[config.mk]
export PLATFORM = sky130hd
export DESIGN_NAME = nand_cmd_front
export DESIGN_NICKNAME = d
export VERILOG_FILES = /design/src/rtl/nand_cmd_pkg.sv /design/src/rtl/nand_strobe_edge.sv /design/src/rtl/nand_busy_timer.sv /design/src/rtl/nand_page_store.sv /design/src/rtl/nand_cmd_front.sv
export SDC_FILE = /design/constraint.sdc
export NUM_CORES = 2
export LEC_CHECK = 0
export BUFFER_PORTS_ARGS = -buffer_cell sky130_fd_sc_hd__clkbuf_2
export CAP_MARGIN = 20
export CELL_PAD_IN_SITES_DETAIL_PLACEMENT = 1
export CELL_PAD_IN_SITES_GLOBAL_PLACEMENT = 2
export CORE_AREA = 8 8 366 368
export DETAILED_ROUTE_END_ITERATION = 8
export DIE_AREA = 0 0 374 376
export HOLD_SLACK_MARGIN = 0.02
export PLACE_DENSITY = 0.77
export SLEW_MARGIN = 40
export SYNTH_ARGS = -nofsm -noshare
export SYNTH_HDL_FRONTEND = slang
export SYNTH_SLANG_ARGS = --single-unit
[constraint.sdc]
create_clock -name clk_i -period 3.28 [get_ports clk_i]
set_clock_uncertainty 0.1 [all_clocks]
set_input_delay 0.164 -clock clk_i [delete_from_list [all_inputs] [get_ports clk_i]]
set_output_delay 0.164 -clock clk_i [all_outputs]
set_load 0.05 [all_outputs]
[src/rtl/nand_cmd_pkg.sv]
package nand_cmd_pkg;

  typedef enum logic [2:0] {
    C_IDLE, C_READ, C_PROG, C_RNDIN, C_COPY, C_ERASE, C_RNDOUT, C_ID
  } cmd_e;

  typedef enum logic [1:0] {O_DATA, O_STAT, O_ID} out_e;

  localparam logic [7:0] OP_RD0 = 8'h00;
  localparam logic [7:0] OP_RD1 = 8'h30;
  localparam logic [7:0] OP_CPR = 8'h35;
  localparam logic [7:0] OP_PG0 = 8'h80;
  localparam logic [7:0] OP_PG1 = 8'h10;
  localparam logic [7:0] OP_CCH = 8'h15;
  localparam logic [7:0] OP_CPW = 8'h85;
  localparam logic [7:0] OP_ER0 = 8'h60;
  localparam logic [7:0] OP_ER1 = 8'hD0;
  localparam logic [7:0] OP_RO0 = 8'h05;
  localparam logic [7:0] OP_RO1 = 8'hE0;
  localparam logic [7:0] OP_STS = 8'h70;
  localparam logic [7:0] OP_IDR = 8'h90;
  localparam logic [7:0] OP_RST = 8'hFF;

  // address cycles each setup expects
  function automatic logic [2:0] addr_need(cmd_e c);
    case (c)
      C_READ, C_PROG, C_COPY: return 3'd5;
      C_ERASE:                return 3'd3;
      C_RNDIN, C_RNDOUT:      return 3'd2;
      C_ID:                   return 3'd1;
      default:                return 3'd0;
    endcase
  endfunction

endpackage

[src/rtl/nand_strobe_edge.sv]
module nand_strobe_edge #(
  parameter bit RISE = 1'b1
) (
  input  logic clk_i,
  input  logic rst_ni,
  input  logic strobe_i,
  output logic edge_o
);
  logic q;

  always_ff @(posedge clk_i or negedge rst_ni)
    if (!rst_ni) q <= 1'b1;
    else         q <= strobe_i;

  generate
    if (RISE) begin : g_rise
      assign edge_o = ~q & strobe_i;
    end else begin : g_fall
      assign edge_o = q & ~strobe_i;
    end
  endgenerate
endmodule

[src/rtl/nand_busy_timer.sv]
module nand_busy_timer #(
  parameter int TW = 8
) (
  input  logic          clk_i,
  input  logic          rst_ni,
  input  logic          start_i,
  input  logic [TW-1:0] len_i,
  output logic          rdy_o
);
  logic [TW-1:0] cnt_q;

  always_ff @(posedge clk_i or negedge rst_ni)
    if (!rst_ni)           cnt_q <= '0;
    else if (start_i)      cnt_q <= len_i;
    else if (cnt_q != '0)  cnt_q <= cnt_q - 1'b1;

  assign rdy_o = (cnt_q == '0);


  busy_count_chk: assert property (@(posedge clk_i) disable iff (!rst_ni)
    (cnt_q != '0 && !start_i) |=> (cnt_q == $past(cnt_q) - 1'b1));
endmodule

[src/rtl/nand_page_store.sv]
module nand_page_store #(
  parameter  int NPAGE  = 8,
  parameter  int PBYTES = 16,
  parameter  int PPB    = 4,
  localparam int PGW    = $clog2(NPAGE),
  localparam int IXW    = $clog2(PBYTES)
) (
  input  logic           clk_i,
  input  logic           rst_ni,
  input  logic [PGW-1:0] pg_i,
  input  logic           clr_i,
  input  logic           load_i,
  input  logic           prog_i,
  input  logic           erase_i,
  input  logic           wr_en_i,
  input  logic [IXW-1:0] wr_idx_i,
  input  logic [7:0]     wr_data_i,
  input  logic [IXW-1:0] rd_idx_i,
  output logic [7:0]     rd_data_o
);
  localparam int BKS = $clog2(PPB);

  logic [7:0] mem_q [NPAGE][PBYTES];
  logic [7:0] buf_q [PBYTES];

  always_ff @(posedge clk_i or negedge rst_ni)
    if (!rst_ni) begin
      for (int p = 0; p < NPAGE; p++)
        for (int b = 0; b < PBYTES; b++) mem_q[p][b] <= 8'hFF;
    end else begin
      for (int p = 0; p < NPAGE; p++) begin
        if (prog_i && pg_i == PGW'(p)) begin
          for (int b = 0; b < PBYTES; b++) mem_q[p][b] <= buf_q[b];
        end else if (erase_i && (PGW'(p) >> BKS) == (pg_i >> BKS)) begin
          for (int b = 0; b < PBYTES; b++) mem_q[p][b] <= 8'hFF;
        end
      end
    end

  always_ff @(posedge clk_i or negedge rst_ni)
    if (!rst_ni) begin
      for (int b = 0; b < PBYTES; b++) buf_q[b] <= 8'hFF;
    end else if (clr_i) begin
      for (int b = 0; b < PBYTES; b++) buf_q[b] <= 8'hFF;
    end else if (load_i) begin
      for (int b = 0; b < PBYTES; b++) buf_q[b] <= mem_q[pg_i][b];
    end else if (wr_en_i) begin
      buf_q[wr_idx_i] <= wr_data_i;
    end

  assign rd_data_o = buf_q[rd_idx_i];


  buf_clear_chk: assert property (@(posedge clk_i) disable iff (!rst_ni)
    clr_i |=> (buf_q[0] == 8'hFF && buf_q[PBYTES-1] == 8'hFF));
endmodule

[src/rtl/nand_cmd_front.sv]
module nand_cmd_front
  import nand_cmd_pkg::*;
#(
  parameter int          NPAGE   = 8,
  parameter int          PBYTES  = 16,
  parameter int          PPB     = 4,
  parameter int          T_READ  = 20,
  parameter int          T_PROG  = 40,
  parameter int          T_CACHE = 8,
  parameter int          T_ERASE = 60,
  parameter int          T_RST   = 5,
  parameter logic [31:0] ID_WORD = 32'hA5C3_005A
) (
  input  logic       clk_i,
  input  logic       rst_ni,
  input  logic       ce_ni,
  input  logic       cle_i,
  input  logic       ale_i,
  input  logic       we_ni,
  input  logic       re_ni,
  input  logic       wp_ni,
  input  logic [7:0] dq_i,
  output logic [7:0] dq_o,
  output logic       dq_oe_o,
  output logic       rb_o
);
  localparam int PGW = $clog2(NPAGE);
  localparam int IXW = $clog2(PBYTES);
  localparam int TW  = $clog2(T_READ + T_PROG + T_CACHE + T_ERASE + T_RST + 1);

  logic we_rise, re_fall, rdy, busy;
  logic cyc_cmd, cyc_addr, cyc_data, is_load, addr_done;
  logic [2:0] need, phase;

  cmd_e       cmd_q, cmd_d;
  out_e       mode_q, mode_d;
  logic [2:0] acnt_q, acnt_d;
  logic [11:0] col_q, col_d, colp_q, colp_d;
  logic [PGW-1:0] row_q, row_d;
  logic loaded_q, loaded_d, fail_q, fail_d, cache_q, cache_d;

  logic t_start;
  logic [TW-1:0] t_len;
  logic buf_clr, buf_ld, buf_wr, arr_pg, arr_er;
  logic [7:0] rd_data, stat_byte, out_byte;

  nand_strobe_edge #(.RISE(1'b1)) u_we (
    .clk_i(clk_i), .rst_ni(rst_ni), .strobe_i(we_ni), .edge_o(we_rise));
  nand_strobe_edge #(.RISE(1'b0)) u_re (
    .clk_i(clk_i), .rst_ni(rst_ni), .strobe_i(re_ni), .edge_o(re_fall));

  nand_busy_timer #(.TW(TW)) u_tmr (
    .clk_i(clk_i), .rst_ni(rst_ni), .start_i(t_start), .len_i(t_len), .rdy_o(rdy));

  nand_page_store #(.NPAGE(NPAGE), .PBYTES(PBYTES), .PPB(PPB)) u_store (
    .clk_i(clk_i), .rst_ni(rst_ni), .pg_i(row_q),
    .clr_i(buf_clr), .load_i(buf_ld), .prog_i(arr_pg), .erase_i(arr_er),
    .wr_en_i(buf_wr), .wr_idx_i(col_q[IXW-1:0]), .wr_data_i(dq_i),
    .rd_idx_i(col_q[IXW-1:0]), .rd_data_o(rd_data));

  assign busy      = ~rdy;
  assign cyc_cmd   = we_rise & ~ce_ni &  cle_i & ~ale_i;
  assign cyc_addr  = we_rise & ~ce_ni &  ale_i & ~cle_i;
  assign cyc_data  = we_rise & ~ce_ni & ~ale_i & ~cle_i;
  assign is_load   = (cmd_q == C_PROG) || (cmd_q == C_RNDIN) || (cmd_q == C_COPY);
  assign need      = addr_need(cmd_q);
  assign addr_done = (acnt_q == need);
  assign phase     = (cmd_q == C_ERASE) ? acnt_q + 3'd2 : acnt_q;

  always_comb begin
    cmd_d = cmd_q;   acnt_d = acnt_q;   mode_d = mode_q;
    col_d = col_q;   colp_d = colp_q;   row_d  = row_q;
    loaded_d = loaded_q; fail_d = fail_q; cache_d = cache_q;
    t_start = 1'b0; t_len = '0;
    buf_clr = 1'b0; buf_ld = 1'b0; buf_wr = 1'b0; arr_pg = 1'b0; arr_er = 1'b0;

    if (cyc_cmd) begin
      if (busy) begin
        if (dq_i == OP_STS) mode_d = O_STAT;
        else if (dq_i == OP_RST) begin
          cmd_d = C_READ; acnt_d = '0; mode_d = O_DATA;
          fail_d = 1'b0; cache_d = 1'b0;
          t_start = 1'b1; t_len = TW'(T_RST);
        end
      end else begin
        cmd_d = C_IDLE;
        acnt_d = '0;
        case (dq_i)
          OP_RD0: begin cmd_d = C_READ; mode_d = O_DATA; end
          OP_RD1, OP_CPR: begin
            if (cmd_q == C_READ && addr_done) begin
              buf_ld = 1'b1; col_d = colp_q; mode_d = O_DATA;
              t_start = 1'b1; t_len = TW'(T_READ);
            end
          end
          OP_PG0: begin cmd_d = C_PROG; buf_clr = 1'b1; loaded_d = 1'b0; end
          OP_CPW: begin
            if (is_load && addr_done) cmd_d = C_RNDIN;
            else begin cmd_d = C_COPY; loaded_d = 1'b1; end
          end
          OP_PG1, OP_CCH: begin
            if (is_load && addr_done && loaded_q) begin
              if (!wp_ni) fail_d = 1'b1;
              else begin
                arr_pg = 1'b1; fail_d = 1'b0; t_start = 1'b1;
                cache_d = (dq_i == OP_CCH);
                t_len = (dq_i == OP_CCH) ? TW'(T_CACHE) : TW'(T_PROG);
              end
            end
          end
          OP_ER0: cmd_d = C_ERASE;
          OP_ER1: begin
            if (cmd_q == C_ERASE && addr_done) begin
              if (!wp_ni) fail_d = 1'b1;
              else begin
                arr_er = 1'b1; fail_d = 1'b0; cache_d = 1'b0;
                t_start = 1'b1; t_len = TW'(T_ERASE);
              end
            end
          end
          OP_RO0: cmd_d = C_RNDOUT;
          OP_RO1: if (cmd_q == C_RNDOUT && addr_done) begin
            col_d = colp_q; mode_d = O_DATA;
          end
          OP_STS: begin cmd_d = cmd_q; acnt_d = acnt_q; mode_d = O_STAT; end
          OP_IDR: begin cmd_d = C_ID; mode_d = O_ID; col_d = '0; end
          OP_RST: begin
            cmd_d = C_READ; mode_d = O_DATA; fail_d = 1'b0; cache_d = 1'b0;
            t_start = 1'b1; t_len = TW'(T_RST);
          end
          default: ;
        endcase
      end
    end else if (cyc_addr) begin
      if (!busy && acnt_q < need) begin
        acnt_d = acnt_q + 3'd1;
        if (cmd_q != C_ID) begin
          case (phase)
            3'd0: colp_d[7:0] = dq_i;
            3'd1: begin
              colp_d[11:8] = dq_i[3:0];
              if (is_load) col_d = {dq_i[3:0], colp_q[7:0]};
            end
            3'd2: row_d = dq_i[PGW-1:0];
            default: ;  // upper row cycles exceed the modelled array
          endcase
        end
      end
    end else if (cyc_data) begin
      if (!busy && is_load && addr_done) begin
        buf_wr = 1'b1; col_d = col_q + 12'd1; loaded_d = 1'b1;
      end
    end else if (re_fall && !ce_ni && mode_q != O_STAT) begin
      col_d = col_q + 12'd1;
    end
  end

  assign stat_byte = {wp_ni, rdy, cache_q & rdy, 4'b0000, fail_q};

  always_comb
    case (mode_q)
      O_STAT:  out_byte = stat_byte;
      O_ID:    out_byte = ID_WORD[8*col_q[1:0] +: 8];
      default: out_byte = rd_data;
    endcase

  always_ff @(posedge clk_i or negedge rst_ni)
    if (!rst_ni) begin
      cmd_q <= C_READ; acnt_q <= '0; mode_q <= O_DATA;
      col_q <= '0; colp_q <= '0; row_q <= '0;
      loaded_q <= 1'b0; fail_q <= 1'b0; cache_q <= 1'b0;
      dq_o <= 8'h00;
    end else begin
      cmd_q <= cmd_d; acnt_q <= acnt_d; mode_q <= mode_d;
      col_q <= col_d; colp_q <= colp_d; row_q <= row_d;
      loaded_q <= loaded_d; fail_q <= fail_d; cache_q <= cache_d;
      if (re_fall && !ce_ni) dq_o <= out_byte;
    end

  assign dq_oe_o = ~ce_ni & ~re_ni;
  assign rb_o    = rdy;


  busy_block_chk: assert property (@(posedge clk_i) disable iff (!rst_ni)
    (busy && cyc_cmd && dq_i != OP_STS && dq_i != OP_RST)
      |=> ($stable(cmd_q) && $stable(acnt_q) && $stable(mode_q)));


  addr_bound_chk: assert property (@(posedge clk_i) disable iff (!rst_ni)
    acnt_q <= 3'd5);


  col_step_chk: assert property (@(posedge clk_i) disable iff (!rst_ni)
    (re_fall && !ce_ni && !we_rise && mode_q != O_STAT) |=> (col_q == $past(col_q) + 12'd1));


  empty_prog_chk: assert property (@(posedge clk_i) disable iff (!rst_ni)
    (!busy && cyc_cmd && dq_i == OP_PG1 && !loaded_q) |=> rb_o);
endmodule

---- After elaboration in Yosys (flattened, before gate mapping) ----
Index checks and enable logic that the tools add are counted.
Widths: inputs -> output; s select.
cells by class
  $add $sub $neg .......................... 4
  $lt $le $gt $ge ......................... 4
  equal/unequal tests ..................... 56
  shifts and indexed selects .............. 1
  multiplexer cells ....................... 114
  bitwise logic cells ..................... 20
  reduce and logical (&&, ||, !) cells .... 63
operators with widths
  cell                     number
  $mux 128                 15
  $bmux 128 s3             1
  $mux 12                  12
  $bwmux 128               1
  $mux 8                   7
  $eq 8x8->1 const B       6
  $mux 3                   14
  $mux 1                   41
  $pmux 12 s3              1
  $bmux 8 s4               1
  $demux 8 s4              1
  $shiftx 32x6->8 const A  1
  $mux 6                   5
  $ne 3x3->1 const B       10
  $reduce_bool 2->1        14
  $eq 3x3->1 const B       8
  $pmux 6 s4               1
  $logic_and 1x1->1        21
  $pmux 3 s7               1
  $reduce_and 5->1         4
  $eq 8x5->1 const B       2
  $eq 8x6->1 const B       2
  $eq 8x7->1 const B       2
  $logic_not 8->1          2
  other kinds (46)         89
word-level totals
  register bits ........................... 1208
  logic and storage cells ................. 420

---- Longest topological paths before layout ----
  word-level depth ........................ 12
  mapped depth ............................ 14

---- By module ----
A second synthesis with hierarchy kept.
unflattened totals
  cell total of the unflattened synthesis .. 6728
  area total of the unflattened synthesis .. 60133.9 um^2
by module, submodules not included
  module            times used  cells an instance  area an instance (um^2)  seq. area each (um^2)
  nand_page_store   1           6405               57320.0                  30269.0
  nand_cmd_front    1           265                2257.2                   752.0
  nand_busy_timer   1           54                 476.7                    200.2
  nand_strobe_edge  2           2                  40.0                     26.3

---- Worst setup path after synthesis ----
Ideal clock, no wire load.
  kind .................................... reg2reg
  start point ............................. register cmd_q[0]
  end point ............................... register colp_q[0]
  library setup time ...................... 0.125 ns
  arrival ................................. 2.834 ns
  data required time ...................... 3.055 ns
  slack ................................... 0.222 ns
  cell stages (with the launch flop) ...... 11
  buffers on the path ..................... 1
  period minus slack after synthesis ...... 3.058 ns
  cells stage by stage .................... dfstp_2 > clkbuf_1 > and3b_1 > a21oi_1 > ha_1 > nor2b_1 > o21a_1 > or4_4 > a311oi_2 > nand2_1 > mux2_2
between the ends
  cells in the longest elaborated chain, start to end .. 6
  elaborated cells between the ends (all ways) .. 16
  those cells by class .................... 1 x order compare; 8 x eq/ne; 2 x mux; 5 x reduce/logical
ends and longest elaborated chain
  what                                                RTL line               source
  start, declared                                     nand_cmd_front.sv:35   cmd_e cmd_q, cmd_d;
  start signal, assigned                              nand_cmd_front.sv:174  cmd_q <= cmd_d; acnt_q <= acnt_d; mode_q <= mode_d;
  $eq 3x2->1, or another cell as far along            nand_cmd_pkg.sv:26     case (c)
  $reduce_or 3->1 or $reduce_or 2->1 (tied branches)  nand_cmd_pkg.sv:26
  $pmux 3 s4                                          nand_cmd_pkg.sv:26
  $lt 3x3->1                                          nand_cmd_front.sv:135  if (!busy && acnt_q < need) begin
  $logic_and 1x1->1                                   nand_cmd_front.sv:135
  $reduce_and 5->1 (no line) (*)                      --
  end signal, assigned                                nand_cmd_front.sv:175  col_q <= col_d; colp_q <= colp_d; row_q <= row_d;
  end, declared                                       nand_cmd_front.sv:38   logic [11:0] col_q, col_d, colp_q, colp_d;
Every way passes the cells marked *; elsewhere a longest branch is shown, timed or not.
A chain may end at the register's enable or synchronous reset.

---- Final worst setup path ----
  start point ............................. register cmd_q[2]
  end point ............................... register u_store.mem_q[655] (netlist name)
between the ends
  cells in the longest elaborated chain, start to end .. 12
  elaborated cells between the ends (all ways) .. 28
  those cells by class .................... 8 x eq/ne; 10 x mux; 10 x reduce/logical
ends and longest elaborated chain
  what                                                RTL line                                  source
  $eq 3x2->1, or another cell as far along            nand_cmd_pkg.sv:26, nand_cmd_front.sv:65
  $reduce_or 3->1 or $reduce_or 2->1 (tied branches)  nand_cmd_pkg.sv:26
  $pmux 3 s4                                          nand_cmd_pkg.sv:26
  $eq 3x3->1                                          nand_cmd_front.sv:67                      assign addr_done = (acnt_q == need);
  $logic_and 1x1->1 (2 in series)                     nand_cmd_front.sv:102                     if (is_load && addr_done && loaded_q) begin
  $mux 1                                              nand_cmd_front.sv:102
  $mux 1                                              nand_cmd_front.sv:88                      case (dq_i)
  $mux 1                                              nand_cmd_front.sv:78                      if (busy) begin
  $mux 1                                              nand_cmd_front.sv:77                      if (cyc_cmd) begin
  $logic_and 1x1->1                                   nand_page_store.sv:32                     if (prog_i && pg_i == PGW'(p)) begin
  $mux 128 or $reduce_bool 2->1 (tied branches)       --
Several ways; a longest one is shown, not always the timed one.

==> flow_summary.json <==
{
  "tightest_slew_ns": 0.803,
  "grt_overflow_total": 0,
  "syn_area_um2": 54700,
  "first_pass_iters": 8,
  "cts.clk_slew.worst_paths_ns": 0.07,
  "fin_nets": 3730,
  "rows": 132,
  "ys_async_sr_fraction_pct": 100,
  "initial_utilization_pct": 42.6,
  "synthMuxAreaShare_pct": 16.5,
  "numPortBuffers": 25,
  "gp_congestion": 0.797,
  "status": "finished clean",
  "synth_area_leaders": "dfstp_2 55%, o22a_1 16%, mux4_2 12%",
  "fmax_mhz": 317,
  "synth_fa_ha_area_share_pct": 0.252,
  "setup_viol": 0,
  "crit_fanout": 10,
  "finish.utilization_pct": 49.0,
  "via_per_inst": 6.61,
  "ys_seq_area_share_pct": 57.2,
  "yosys_warnings": 0,
  "grt_pass1_vias": 39700,
  "dp.final_hpwl_um": 99200,
  "leakage_nw": 23.1,
  "area_growth_pct": 14.9,
  "cts_root_buffer": "clkbuf_16",
  "slowest_delay_ns": 0.42,
  "hold_path.startpoint": "dq_i[7]",
  "synth_top_family_by_area": "compound AO/OA/AOI/OAI gates",
  "drv_slew": 0,
  "antenna_found_initial": 5,
  "route.detailed.drc": 0,
  "synthFlopType": "dfstp_2",
  "rr_startpoint": "cmd_q[2]",
  "vias": 36200,
  "max-vdd-ir-drop_uv": 510,
  "clk_latency_ns": 0.77,
  "crit_required_ns": 3.90,
  "critPathCaptureType": "flop",
  "p_total_mw": 30.7,
  "crit_top_cell": "buf_4",
  "synth_compound_area_share_pct": 19.5,
  "cp.arrival_ns": 3.77,
  "htree_levels": 4,
  "ios": 26,
  "crit_path_start_kind": "flop",
  "clockBufferDepth": 3,
  "relSlewSlack_pct": 46.5,
  "crit_path_top_delay_cell": "dfrtp_1",
  "totalWireLength_um": 174000,
  "grt_util_all_layers_pct": 24.3,
  "drtAntennaViolNets": 0,
  "syn-num-nets": 3817,
  "ys_ff_latch": 1192,
  "die_w_um": 374,
  "tritoncts": "built",
  "die_area_um2": 141000,
  "powerDensity_nw_per_um2": 489,
  "path_cells": "buf_4 > o21ai_0 > o21ai_0 > ha_1 > nand3_2 > buf_4 > nor2_1 > and3_2 > a31oi_2 > nor2_4 > buf_12 > buf_4 > o22a_1",
  "max_cap_viol_count": 0,
  "synth-simple-area-share_pct": 2.27,
  "fp.coreArea_um2": 128000,
  "dieHeight_um": 376,
  "netlist.area_leader.share_pct": 55.5,
  "synth_xor_area_share_pct": 0.128,
  "finalCriticalPeriod_ns": 3.16,
  "fin_tns_setup_ns": 0,
  "grt_max_degree": 140,
  "cts.sinks": 1192,
  "hold_ws_ns": 0.0903,
  "cp.buffers_inverters": 4,
  "hp-class": "input port to flop",
  "synth_edf_count": 0,
  "cts_inserted_buffers": 133,
  "routedWlPerCell_um": 31.8,
  "path_class": "flop to flop",
  "reg2reg_slack_ns": 0.12,
  "grt_pass1_wl_um": 262000,
  "drive_gt1_share_pct": 51.8,
  "hold_viol_final": 0,
  "avgSynthCellArea_um2": 14.4,
  "cpLargestDelayFamily": "simple AND/OR/NAND/NOR gates",
  "netlist_instances": 3790,
  "first_iter_violations": 2807,
  "post-route-period-util_pct": 96.2,
  "synth_top_area_cell": "dfstp_2",
  "crit_start": "cmd_q[2]",
  "ys_types": 61
}
## per-layer routing
layer | vias up | routed length (um) | track usage [%]
met4 | 2 | 5850 | 8.34
met2 | 1069 | 83000 | 39.2
met3 | 311 | 10300 | 5.01
met5 | - | 13 | 0
li1 | 14700 | - | -
met1 | 20100 | 74900 | 32.9
## placed cells by master (no fill, tap or decap), types with 5 or more instances in the layout
cell           netlist  final
clkbuf_2             0     24
clkbuf_16            0    142
nand3_1             31     28
nand2b_1             9      9
o21ai_0             34     34
mux2i_1            230    230
clkbuf_1           202     31
a211oi_1             6      6
clkinv_2             0     11
o31ai_1              5      5
dfstp_2           1155   1155
xor2_1               5      5
nor2_1              86     78
nand2_4              0      6
nor2b_1              7      7
nand2_1             54     48
dlygate4sd3_1        0     16
a32oi_1              5      5
clkbuf_8             0     31
buf_4               69    113
o22a_1            1024   1024
ha_1                11     11
bufinv_16            0      6
a31oi_1              8      6
a22oi_1            128    124
nor4_1               6      5
mux2_2              10     10
inv_1               12     12
nand4_1              7      7
a21oi_1             50     47
dfrtp_1             37     32
nor2_4               0      8
and3_1               9      7
nor3_1              17     17
mux4_2             293    293
nor3b_1              6      6
buf_12               0    113
## worst reg2reg max path: stages, from the launching register on
cell     delay (ns)
dfrtp_1        0.42
buf_4          0.18
o21ai_0        0.13
o21ai_0        0.13
ha_1           0.34
nand3_2        0.12
buf_4          0.17
nor2_1         0.19
and3_2         0.28
a31oi_2        0.09
nor2_4         0.31
buf_12         0.24
buf_4          0.23
o22a_1         0.17
## registers in the layout (all words and copies together) (netlist names), 2 cells and up
register	flops
acnt_q	3
cmd_q	3
col_q	4
colp_q	4
dq_o	8
mode_q	2
row_q	3
u_store.buf_q	128
u_store.mem_q	1024
u_tmr.cnt_q	8
## report_power, final
| part | switching [mW] | total, mW | internal (mW) |
|---|---|---|---|
| Clock | 6.17 | 15.1 | 8.93 |
| Sequential | 0.0617 | 14.9 | 14.8 |
| Combinational | 0.554 | 0.733 | 0.179 |
## synth_stat cells, types with 2 or more instances
library cell and number:
mux2_2 10, a211oi_1 6, or3b_2 3, buf_4 69
and4_1 2, mux2i_1 230, o22a_1 1024, a32oi_1 5
inv_1 12, dfstp_2 1155, dfrtp_1 37, buf_2 70
a31oi_1 8, o21ai_0 34, o211ai_1 3, nor4_2 2
nor3_1 17, nor4_1 6, a21oi_1 50, o211a_1 2
a22oi_1 128, a221oi_1 2, clkbuf_1 202, or3_1 2
ha_1 11, and2_1 2, nand4_1 7, xnor2_1 3
xor2_1 5, nor4b_1 2, buf_1 158, and3_1 9
nand3_1 31, nand2_1 54, mux4_2 293, clkinv_1 2
nor3b_1 6, or2_1 2, nor2_1 86, nor2b_1 7
nand2b_1 9, o31ai_1 5
## layout make-up
type | count | area, um^2
repair buffers | 277 | 3610
multi-input cells | 2085 | 21400
clock buffers | 201 | 4020
fillers | 12100 | 65500
diodes | 2 | 5.00
well taps | 1675 | 2100
flip-flops and latches | 1192 | 31300
clock inverters | 28 | 370
inverters | 14 | 52.6
## metrics by stage
step,cell area (um^2),instances,worst slack [ns]
after global placement,57900,5210,0.0393
after global routing,62800,5472,-0.000395
after detailed placement,58000,5211,0.0467
after CTS,62500,5456,0.00932
after floorplan,54700,3790,0.222
final,62800,5474,0.125
## final timing paths
| check | cells after the start | endpoint |
|---|---|---|
| max in group asynchronous | 3 | u_store.buf_q[89] |
| hold / removal | 4 | u_store.buf_q[31] |
| hold reg to reg | 2 | dq_o[1] |
| setup reg to reg | 13 | u_store.mem_q[655] |
| min in group asynchronous | 2 | u_store.mem_q[893] |
| setup / recovery | 13 | u_store.mem_q[655] |
## timing repair
action	CTS	global route
hold buffers	16	0
hold endpoints to repair	234	0
resized for setup	0	22
setup endpoints to repair	0	921
setup buffers	0	9
## cell families after synthesis
family,Yosys count
buffers and inverters,513
adders and majority gates,11
xor gates and xnor gates,8
muxes,533
and+or+nand+nor,255
AOI/OAI and AO/OA,1278
DFF,1192
Note: power is estimated with default switching activity, not from simulation.
